### src/rtl/fpc_pkg.sv
package fpc_pkg;

  typedef enum logic [1:0] {
    OP_UCMP  = 2'b00,
    OP_OCMP  = 2'b01,
    OP_CLASS = 2'b10,
    OP_RSVD  = 2'b11
  } fpc_op_e;

  // condition code layout {lt, gt, eq, un}
  localparam int CODE_W = 4;
  localparam logic [CODE_W-1:0] CC_LT = 4'b1000;
  localparam logic [CODE_W-1:0] CC_GT = 4'b0100;
  localparam logic [CODE_W-1:0] CC_EQ = 4'b0010;
  localparam logic [CODE_W-1:0] CC_UN = 4'b0001;

endpackage

### src/rtl/fpc_opnd_dec.sv
module fpc_opnd_dec #(
  parameter int EXP_W  = 11,
  parameter int FRAC_W = 52
) (
  input  logic [EXP_W+FRAC_W:0]   val_i,
  output logic                    sign_o,
  output logic                    nan_o,
  output logic                    zero_o,
  output logic [EXP_W+FRAC_W-1:0] mag_o
);
  localparam int MAG_W = EXP_W + FRAC_W;

  logic [EXP_W-1:0]  expo;
  logic [FRAC_W-1:0] frac;

  always_comb begin
    sign_o = val_i[MAG_W];
    mag_o  = val_i[MAG_W-1:0];
    expo   = val_i[MAG_W-1:FRAC_W];
    frac   = val_i[FRAC_W-1:0];
    nan_o  = (&expo) && (|frac);
    zero_o = ~|mag_o;
  end
endmodule

### src/rtl/fpc_order.sv
module fpc_order #(
  parameter int MAG_W = 63
) (
  input  logic             sa_i,
  input  logic             za_i,
  input  logic [MAG_W-1:0] ma_i,
  input  logic             sb_i,
  input  logic             zb_i,
  input  logic [MAG_W-1:0] mb_i,
  output logic [3:0]       code_o
);
  import fpc_pkg::*;

  logic same_bits, eq, a_below, mag_lt, mag_gt;

  always_comb begin
    mag_lt    = ma_i < mb_i;
    mag_gt    = mb_i < ma_i;
    same_bits = (sa_i == sb_i) && (ma_i == mb_i);
    eq        = same_bits || (za_i && zb_i);
    if (sa_i != sb_i)
      a_below = sa_i;
    else if (!sa_i)
      a_below = mag_lt;
    else
      a_below = mag_gt;
    if (eq)
      code_o = CC_EQ;
    else if (a_below)
      code_o = CC_LT;
    else
      code_o = CC_GT;
  end
endmodule

### src/rtl/fpc_class_code.sv
module fpc_class_code (
  input  logic       sign_i,
  input  logic       nan_i,
  input  logic       zero_i,
  output logic [3:0] code_o
);
  import fpc_pkg::*;

  always_comb begin
    if (nan_i)
      code_o = CC_GT | CC_UN;
    else if (zero_i)
      code_o = CC_EQ;
    else if (sign_i)
      code_o = CC_LT;
    else
      code_o = CC_GT;
  end
endmodule

### src/rtl/fp_cmp_unit.sv
module fp_cmp_unit #(
  parameter int EXP_W   = 11,
  parameter int FRAC_W  = 52,
  parameter int SEL_W   = 5,
  parameter int ALIGN_W = 2
) (
  input  logic                     clk,
  input  logic                     rst,
  input  logic                     valid_i,
  input  logic [1:0]               op_i,
  input  logic [EXP_W+FRAC_W:0]    a_i,
  input  logic [EXP_W+FRAC_W:0]    b_i,
  input  logic [SEL_W-1:0]         crf_sel_i,
  output logic                     done_o,
  output logic [3:0]               code_o,
  output logic [SEL_W-ALIGN_W-1:0] fld_o,
  output logic                     cr_we_o,
  output logic                     st_we_o,
  output logic [4:0]               stat_o,
  output logic                     trap_o,
  output logic                     illegal_o
);
  import fpc_pkg::*;

  localparam int DW    = 1 + EXP_W + FRAC_W;
  localparam int MAG_W = DW - 1;
  localparam int FLD_W = SEL_W - ALIGN_W;

  logic [DW-1:0]    opnd   [2];
  logic             sgn    [2];
  logic             nan    [2];
  logic             zer    [2];
  logic [MAG_W-1:0] mag    [2];

  assign opnd[0] = a_i;
  assign opnd[1] = b_i;

  for (genvar gi = 0; gi < 2; gi++) begin : g_dec
    fpc_opnd_dec #(.EXP_W(EXP_W), .FRAC_W(FRAC_W)) u_dec (
      .val_i  (opnd[gi]),
      .sign_o (sgn[gi]),
      .nan_o  (nan[gi]),
      .zero_o (zer[gi]),
      .mag_o  (mag[gi])
    );
  end

  logic [3:0] ord_code, cls_code;

  fpc_order #(.MAG_W(MAG_W)) u_order (
    .sa_i   (sgn[0]), .za_i (zer[0]), .ma_i (mag[0]),
    .sb_i   (sgn[1]), .zb_i (zer[1]), .mb_i (mag[1]),
    .code_o (ord_code)
  );

  fpc_class_code u_class (
    .sign_i (sgn[0]),
    .nan_i  (nan[0]),
    .zero_i (zer[0]),
    .code_o (cls_code)
  );

  fpc_op_e    op;
  logic       is_cmp, any_nan, misalign, ill_n, trap_n, crw_n, stw_n;
  logic [3:0] code_n;

  always_comb begin
    op       = fpc_op_e'(op_i);
    is_cmp   = (op == OP_UCMP) || (op == OP_OCMP);
    any_nan  = nan[0] || nan[1];
    misalign = |crf_sel_i[ALIGN_W-1:0];
    ill_n    = (op == OP_RSVD) || (is_cmp && misalign);
    trap_n   = !ill_n && (op == OP_OCMP) && any_nan;
    if (op == OP_CLASS)
      code_n = cls_code;
    else if (any_nan)
      code_n = CC_UN;
    else
      code_n = ord_code;
    crw_n = is_cmp && !ill_n && !trap_n;
    stw_n = !ill_n && !trap_n;
  end

  always_ff @(posedge clk) begin
    if (rst) begin
      done_o    <= 1'b0;
      cr_we_o   <= 1'b0;
      st_we_o   <= 1'b0;
      trap_o    <= 1'b0;
      illegal_o <= 1'b0;
      code_o    <= '0;
      fld_o     <= '0;
      stat_o    <= '0;
    end else begin
      done_o    <= valid_i;
      cr_we_o   <= valid_i && crw_n;
      st_we_o   <= valid_i && stw_n;
      trap_o    <= valid_i && trap_n;
      illegal_o <= valid_i && ill_n;
      if (valid_i) begin
        code_o <= code_n;
        fld_o  <= crf_sel_i[SEL_W-1:ALIGN_W];
        stat_o <= {1'b0, code_n};
      end
    end
  end

endmodule

### config.mk
export PLATFORM = sky130hd
export DESIGN_NAME = fp_cmp_unit
export DESIGN_NICKNAME = d
export VERILOG_FILES = /design/src/rtl/fpc_pkg.sv /design/src/rtl/fpc_opnd_dec.sv /design/src/rtl/fpc_order.sv /design/src/rtl/fpc_class_code.sv /design/src/rtl/fp_cmp_unit.sv
export SDC_FILE = /design/constraint.sdc
export NUM_CORES = 1
export LEC_CHECK = 0
export CORE_MARGIN = 2
export CORE_UTILIZATION = 34
export CTS_CLUSTER_DIAMETER = 200
export DETAILED_ROUTE_END_ITERATION = 12
export PLACE_DENSITY_LB_ADDON = 0.3
export SLEW_MARGIN = 20
export SYNTH_ARGS = -nofsm -noshare
export SYNTH_HDL_FRONTEND = slang
export SYNTH_SLANG_ARGS = --single-unit
### constraint.sdc
create_clock -name clk -period 1.78 [get_ports clk]
set_clock_uncertainty 0.05 [all_clocks]
set_input_delay 0.267 -clock clk [delete_from_list [all_inputs] [get_ports clk]]
set_output_delay 0.267 -clock clk [all_outputs]
set_load 0.02 [all_outputs]
Word level (Yosys, flattened, before mapping)
Index checks and enable logic that the tools add are counted.

word-level totals
  bits in registers = 12
  latch bits = 0
  memory bits (writable) = 0
  memory bits (read-only) = 0
  output and inout port bits = 17
  logic and storage cells = 54
  memories = 0

operators by class
  add/subtract/negate cells = 0
  multipliers = 0
  divide/modulo/power cells = 0
  $lt $le $gt $ge = 2
  eq/ne operators = 6
  shifts and indexed selects = 0
  mux-type cells = 9
  bitwise logic cells = 0
  reductions and logical operators = 30

operators with widths
  cell                                                             number
  63-bit < comparator                                              2
  63-bit OR reduction                                              2
  52-bit OR reduction                                              2
  63-bit == test                                                   1
  4-bit 2-to-1 mux                                                 7
  11-bit AND reduction                                             2
  1-bit logical AND                                                14
  2-bit == test, second input constant                             2
  1-bit zero test                                                  4
  1-bit logical OR                                                 4
  2-bit by 1-bit == test with 1-bit output, second input constant  1
  2-bit zero test                                                  1
  1-bit 2-to-1 mux                                                 2
  2-bit OR reduction                                               1
  1-bit == test                                                    1
  1-bit inequality test                                            1

Logic depth before layout (Yosys ltp)
  word-level depth = 10
  mapped depth = 10
  depth with buffers taken out = 10

Modules after synthesis
From an unflattened synthesis, not the netlist that was laid out.

second synthesis, totals
  cell total of the unflattened synthesis = 470
  area, all modules = 3552.2 µm²

by module, submodules not included
  module          instances  cells an instance  area an instance (µm²)  sequential area each (µm²)
  fpc_order       1          234                1670.4                  0.0
  fpc_opnd_dec    2          90                 651.9                   0.0
  fp_cmp_unit     1          52                 546.8                   240.2
  fpc_class_code  1          4                  31.3                    0.0

Least setup slack after synthesis
No wires, ideal clock.

  kind = in2reg
  start = input a_i[4]
  end = register stat_o[2]
  library setup time = 0.123 ns
  arrival = 1.774 ns
  path slack = -0.167 ns
  stages = 10
  path buffers = 0
  cells stage by stage = inv_1 -> ha_1 -> a211oi_1 -> o211ai_1 -> o21ai_0 -> a31oi_1 -> o31ai_1 -> a21boi_0 -> nand2b_1 -> a2bb2oi_1

between the ends
  cells in the longest elaborated chain, start to end = 7
  elaborated cells on any way between the ends = 19

ends and longest elaborated chain
  element                                                       line                                 source
  from (decl)                                                   fp_cmp_unit.sv:11                    input logic [EXP_W+FRAC_W:0] a_i,
  63-bit < comparator (tied with other cells)                   fpc_order.sv:17                      mag_lt = ma_i < mb_i;
  1-bit 2-to-1 mux / 1-bit zero test (equally long branches)    fpc_order.sv:23, fpc_opnd_dec.sv:22
  1-bit 2-to-1 mux / 1-bit logical AND (equally long branches)  fpc_order.sv:21, fpc_order.sv:20
  4-bit 2-to-1 mux / 1-bit logical OR (equally long branches)   fpc_order.sv:29, fpc_order.sv:20
  4-bit 2-to-1 mux                                              fpc_order.sv:27                      if (eq)
  4-bit 2-to-1 mux                                              fp_cmp_unit.sv:76                    else if (any_nan)
  4-bit 2-to-1 mux *                                            fp_cmp_unit.sv:74                    if (op == OP_CLASS)
  to (signal assigned)                                          fp_cmp_unit.sv:103                   stat_o <= {1'b0, code_n};
  to (decl)                                                     fp_cmp_unit.sv:19                    output logic [4:0] stat_o,

Mark *: on every way between the ends. The rest lies on a longest branch, timed or not.
A chain may end at the register's enable or synchronous reset.

Worst setup path after layout
  start = input a_i[9]
  end = register stat_o[1]

between the ends
  cells in the longest elaborated chain, start to end = 7
  elaborated cells on any way between the ends = 14

ends and longest elaborated chain
  element              line                source
  63-bit OR reduction  fpc_opnd_dec.sv:22  zero_o = ~|mag_o;
  1-bit zero test      fpc_opnd_dec.sv:22
  1-bit logical AND    fpc_order.sv:20     eq = same_bits || (za_i && zb_i);
  1-bit logical OR     fpc_order.sv:20
  4-bit 2-to-1 mux     fpc_order.sv:27
  4-bit 2-to-1 mux     fp_cmp_unit.sv:76
  4-bit 2-to-1 mux *   fp_cmp_unit.sv:74

Marks and branches as above.

==> key figures <==
STA
  • Fin crit period: roughly 2.1 ns
  • Final hold vios: 0
  • F_max: approximately 0.48 GHz
  • Period utilisation layout: 1.18
  • RSZ-0062 raised after global routing: yes
  • Fin. max-slew vios: 0
  • Setup violators final: 5
  • WHS: 0.447 ns
  • Setup tns final: -0.918 ns
  • Worst Slack Setup Final: -0.322 ns

Min path
  • Worst min path class: reg -> reg
  • WHS Path Cells: 2
  • Hold path endpoint: fld_o[0]
  • Critical hold path startpoint: fld_o[0]

Routing
  • Total Wirelength: about 12 mm
  • Total number of vias: about 3600
  • DR DRC count: 0
  • DRT antenna net count: 0
  • Iteration-0 DRC Markers: about 110
  • Routed len/inst: around 18 um
  • TritonRoute pass-1 iters: 5
  • Vias per cell: around 5.4

Floorplan
  • Die Y: just under 90 um
  • Std cell rows: 30
  • Starting Density: 0.357
  • DIE AREA: between 7000 and 8000 sq um
  • IO Pins: 155
  • Core area: between 6000 and 7000 sq um
  • Die width: between 80 and 90 um

Critical path
  • Reg-to-reg critical path endpoint: stat_o[2]
  • CP endpoint kind: flop
  • Crit path kind: in -> reg
  • Worst EP required: ~1.9 ns
  • Reg2reg start: stat_o[2]
  • Data arrival, critical path: approximately 2.2 ns
  • R2R cell count: 3
  • CP startpoint kind: primary input
  • Critical path fanouts, max: 3
  • R2R Setup Slk: approximately 0.87 ns

Power
  • Int Pwr: 1.09 mW
  • P per Cell Area: approximately 320 nW/um^2
  • Comb pwr share: 0.659
  • Sw Share: 0.388
  • Static Leak: between 2 and 2.5 nW
  • Final Power: between 1.5 and 2 mW
  • Sequential share of power: 0.165
  • Clock share of power: 0.176
  • Peak supply drop: between 0.2 and 0.25 mV
  • NetSw: approximately 0.7 mW

Logic synthesis
  • Seq/Total Area, Yosys: 0.0980
  • Cell with the most instances after synthesis: inv_1
  • Mapped Area: 2450 sq um
  • Syn nets: about 550
  • Number of synthesized register bits: 12
  • Post-synth EDFFs: 0
  • Synth async-reset ratio: 0
  • Syn avg cell area: 7.11 sq um
  • Yosys warns: 0
  • Most instantiated cells after synthesis: 67 x inv_1, 63 x ha_1, 33 x nor4_1, 27 x a21oi_1, 25 x nand2_1
  • Top-area cell type share of the netlist area: 0.321
  • Most area-consuming cells after synthesis: ha_1 32%, inv_1 10%, dfxtp_1 9.8%
  • Main flop type after synthesis: dfxtp_1
  • Area leader, netlist: ha_1
  • Distinct cells, synth: 39
  • Mapped Cells: 345

Final layout
  • Synth-to-Final Area Change: 123%
  • # diodes: 0
  • Share of cells above drive strength 1: 0.562
  • Fin util: 0.795
  • NumNets Final: approximately 780

Clock network
  • Worst-path clk slew: 0.06 ns
  • Number of H-tree levels: 1
  • CTS buffer count: 3
  • CTS root buffer: clkbuf_8
  • Skew-Pair Late Insertion Delay: approximately 0.25 ns
  • CTS Sinks: 12
  • CTS Buffer Depth: 2
  • CTS tree: built

Global route
  • First-pass GRT wire length: 18.2 mm
  • Tot GR Track Use: 0.297
  • Antenna violations before repair: 0
  • Vias in the first global route: 4006
  • Largest net degree at the start of global routing: 9
  • Total global routing overflow: 0

Job
  • Max_cap viols: 0

Place
  • Pre-CTS setup slack: -0.997 ns
  • Detail Placement HPWL: approximately 8.9 mm
  • IO buf count: roughly 150
  • Routability cong.: 0.862

Status
  • Outcome: finished with violations
  • Violations in the final reports: negative setup slack
cell families after synthesis:
| family | Yosys count | synth area share |
|---|---|---|
| AND/OR/NAND/NOR | 132 | 0.294 |
| buffers and inverters | 73 | 0.119 |
| adder cells (fa/ha/maj) | 63 | 0.321 |
| AO/OA/AOI/OAI | 60 | 0.149 |
| flip-flops | 12 | 0.0980 |
| multiplexers | 3 | 0.0122 |
| other | 1 | 0.00153 |
| XOR/XNOR | 1 | 0.00357 |
area by class of cell:
cell class                 count  area (sq um)
inverter                      67           277
clock buffer                   4          55.1
tap                           96           120
sequential                    12           240
fill                         451          1410
multi-input combinational    260          2940
timing repair buffer         230          1830
flip-flops by register name, indices dropped and copies added (netlist names):
| name | flops |
|---|---|
| cr_we_o | 1 |
| done_o | 1 |
| fld_o | 3 |
| illegal_o | 1 |
| st_we_o | 1 |
| stat_o | 4 |
| trap_o | 1 |
power by group through the flow:
stage	clock, mW	sequential (mW)	combinational (mW)
finish	0.312	0.293	1.17
global route	0.325	0.294	1.26
CTS	0.314	0.292	1.10
detailed placement	0	0.297	0.993
global placement	0	0.297	0.955
floorplan	0	0.312	0.356
through the flow:
stage          instance area, sq um  std cells
2_1_floorplan                  2700        345
3_3_place_gp                   4820        656
3_5_place_dp                   4820        656
4_1_cts                        5480        668
5_1_grt                        5460        669
6_report                       5460        669
layer usage:
layer	track usage	vias up	wire, um
met1	0.300	1686	4380
li1	-	1731	-
met2	0.589	164	6370
met5	0	-	0
met4	0.137	0	564
met3	0.0434	54	805
placed cells by master (no fill, tap or decap), drive strengths merged, types with 2 or more instances in the layout:
master / count
a211oi: 3
a21oi: 27
a221oi: 3
and3: 2
buf: 133
clkbuf: 21
clkdlybuf4s15: 37
clkdlybuf4s50: 27
dfxtp: 12
dlygate4sd2: 16
ha: 63
inv: 67
mux2i: 3
nand2: 26
nand2b: 3
nand3: 9
nand4: 23
nor2: 17
nor2b: 3
nor3: 10
nor4: 35
o211ai: 4
o21ai: 12
o31ai: 2
or4: 2
how the worst max path moves through the flow:
stage / start / endpoint / cells past startpoint
2_1_floorplan: a_i[30] / stat_o[2] / 9
3_5_place_dp: a_i[36] / stat_o[1] / 10
5_1_grt: a_i[12] / stat_o[1] / 10
3_3_place_gp: a_i[45] / stat_o[2] / 10
6_report: a_i[9] / stat_o[1] / 9
4_1_cts: a_i[4] / stat_o[1] / 10
what timing repair did:
item,CTS,global route
hold buffers,0,0
endpoints found under the setup margin,7,7
setup buffers,9,2
resized for setup,486,61
pin swaps,112,36
worst max-delay path: stages:
cell and delay, ns:
clkdlybuf4s15_1 0.24, nor4_4 0.27, nand4_1 0.19, nor4_4 0.37, nand4_1 0.22, nor2_2 0.16
a41oi_2 0.06, o311a_1 0.33, nor3_2 0.12
No activity file was read; power rests on OpenSTA's default activity.
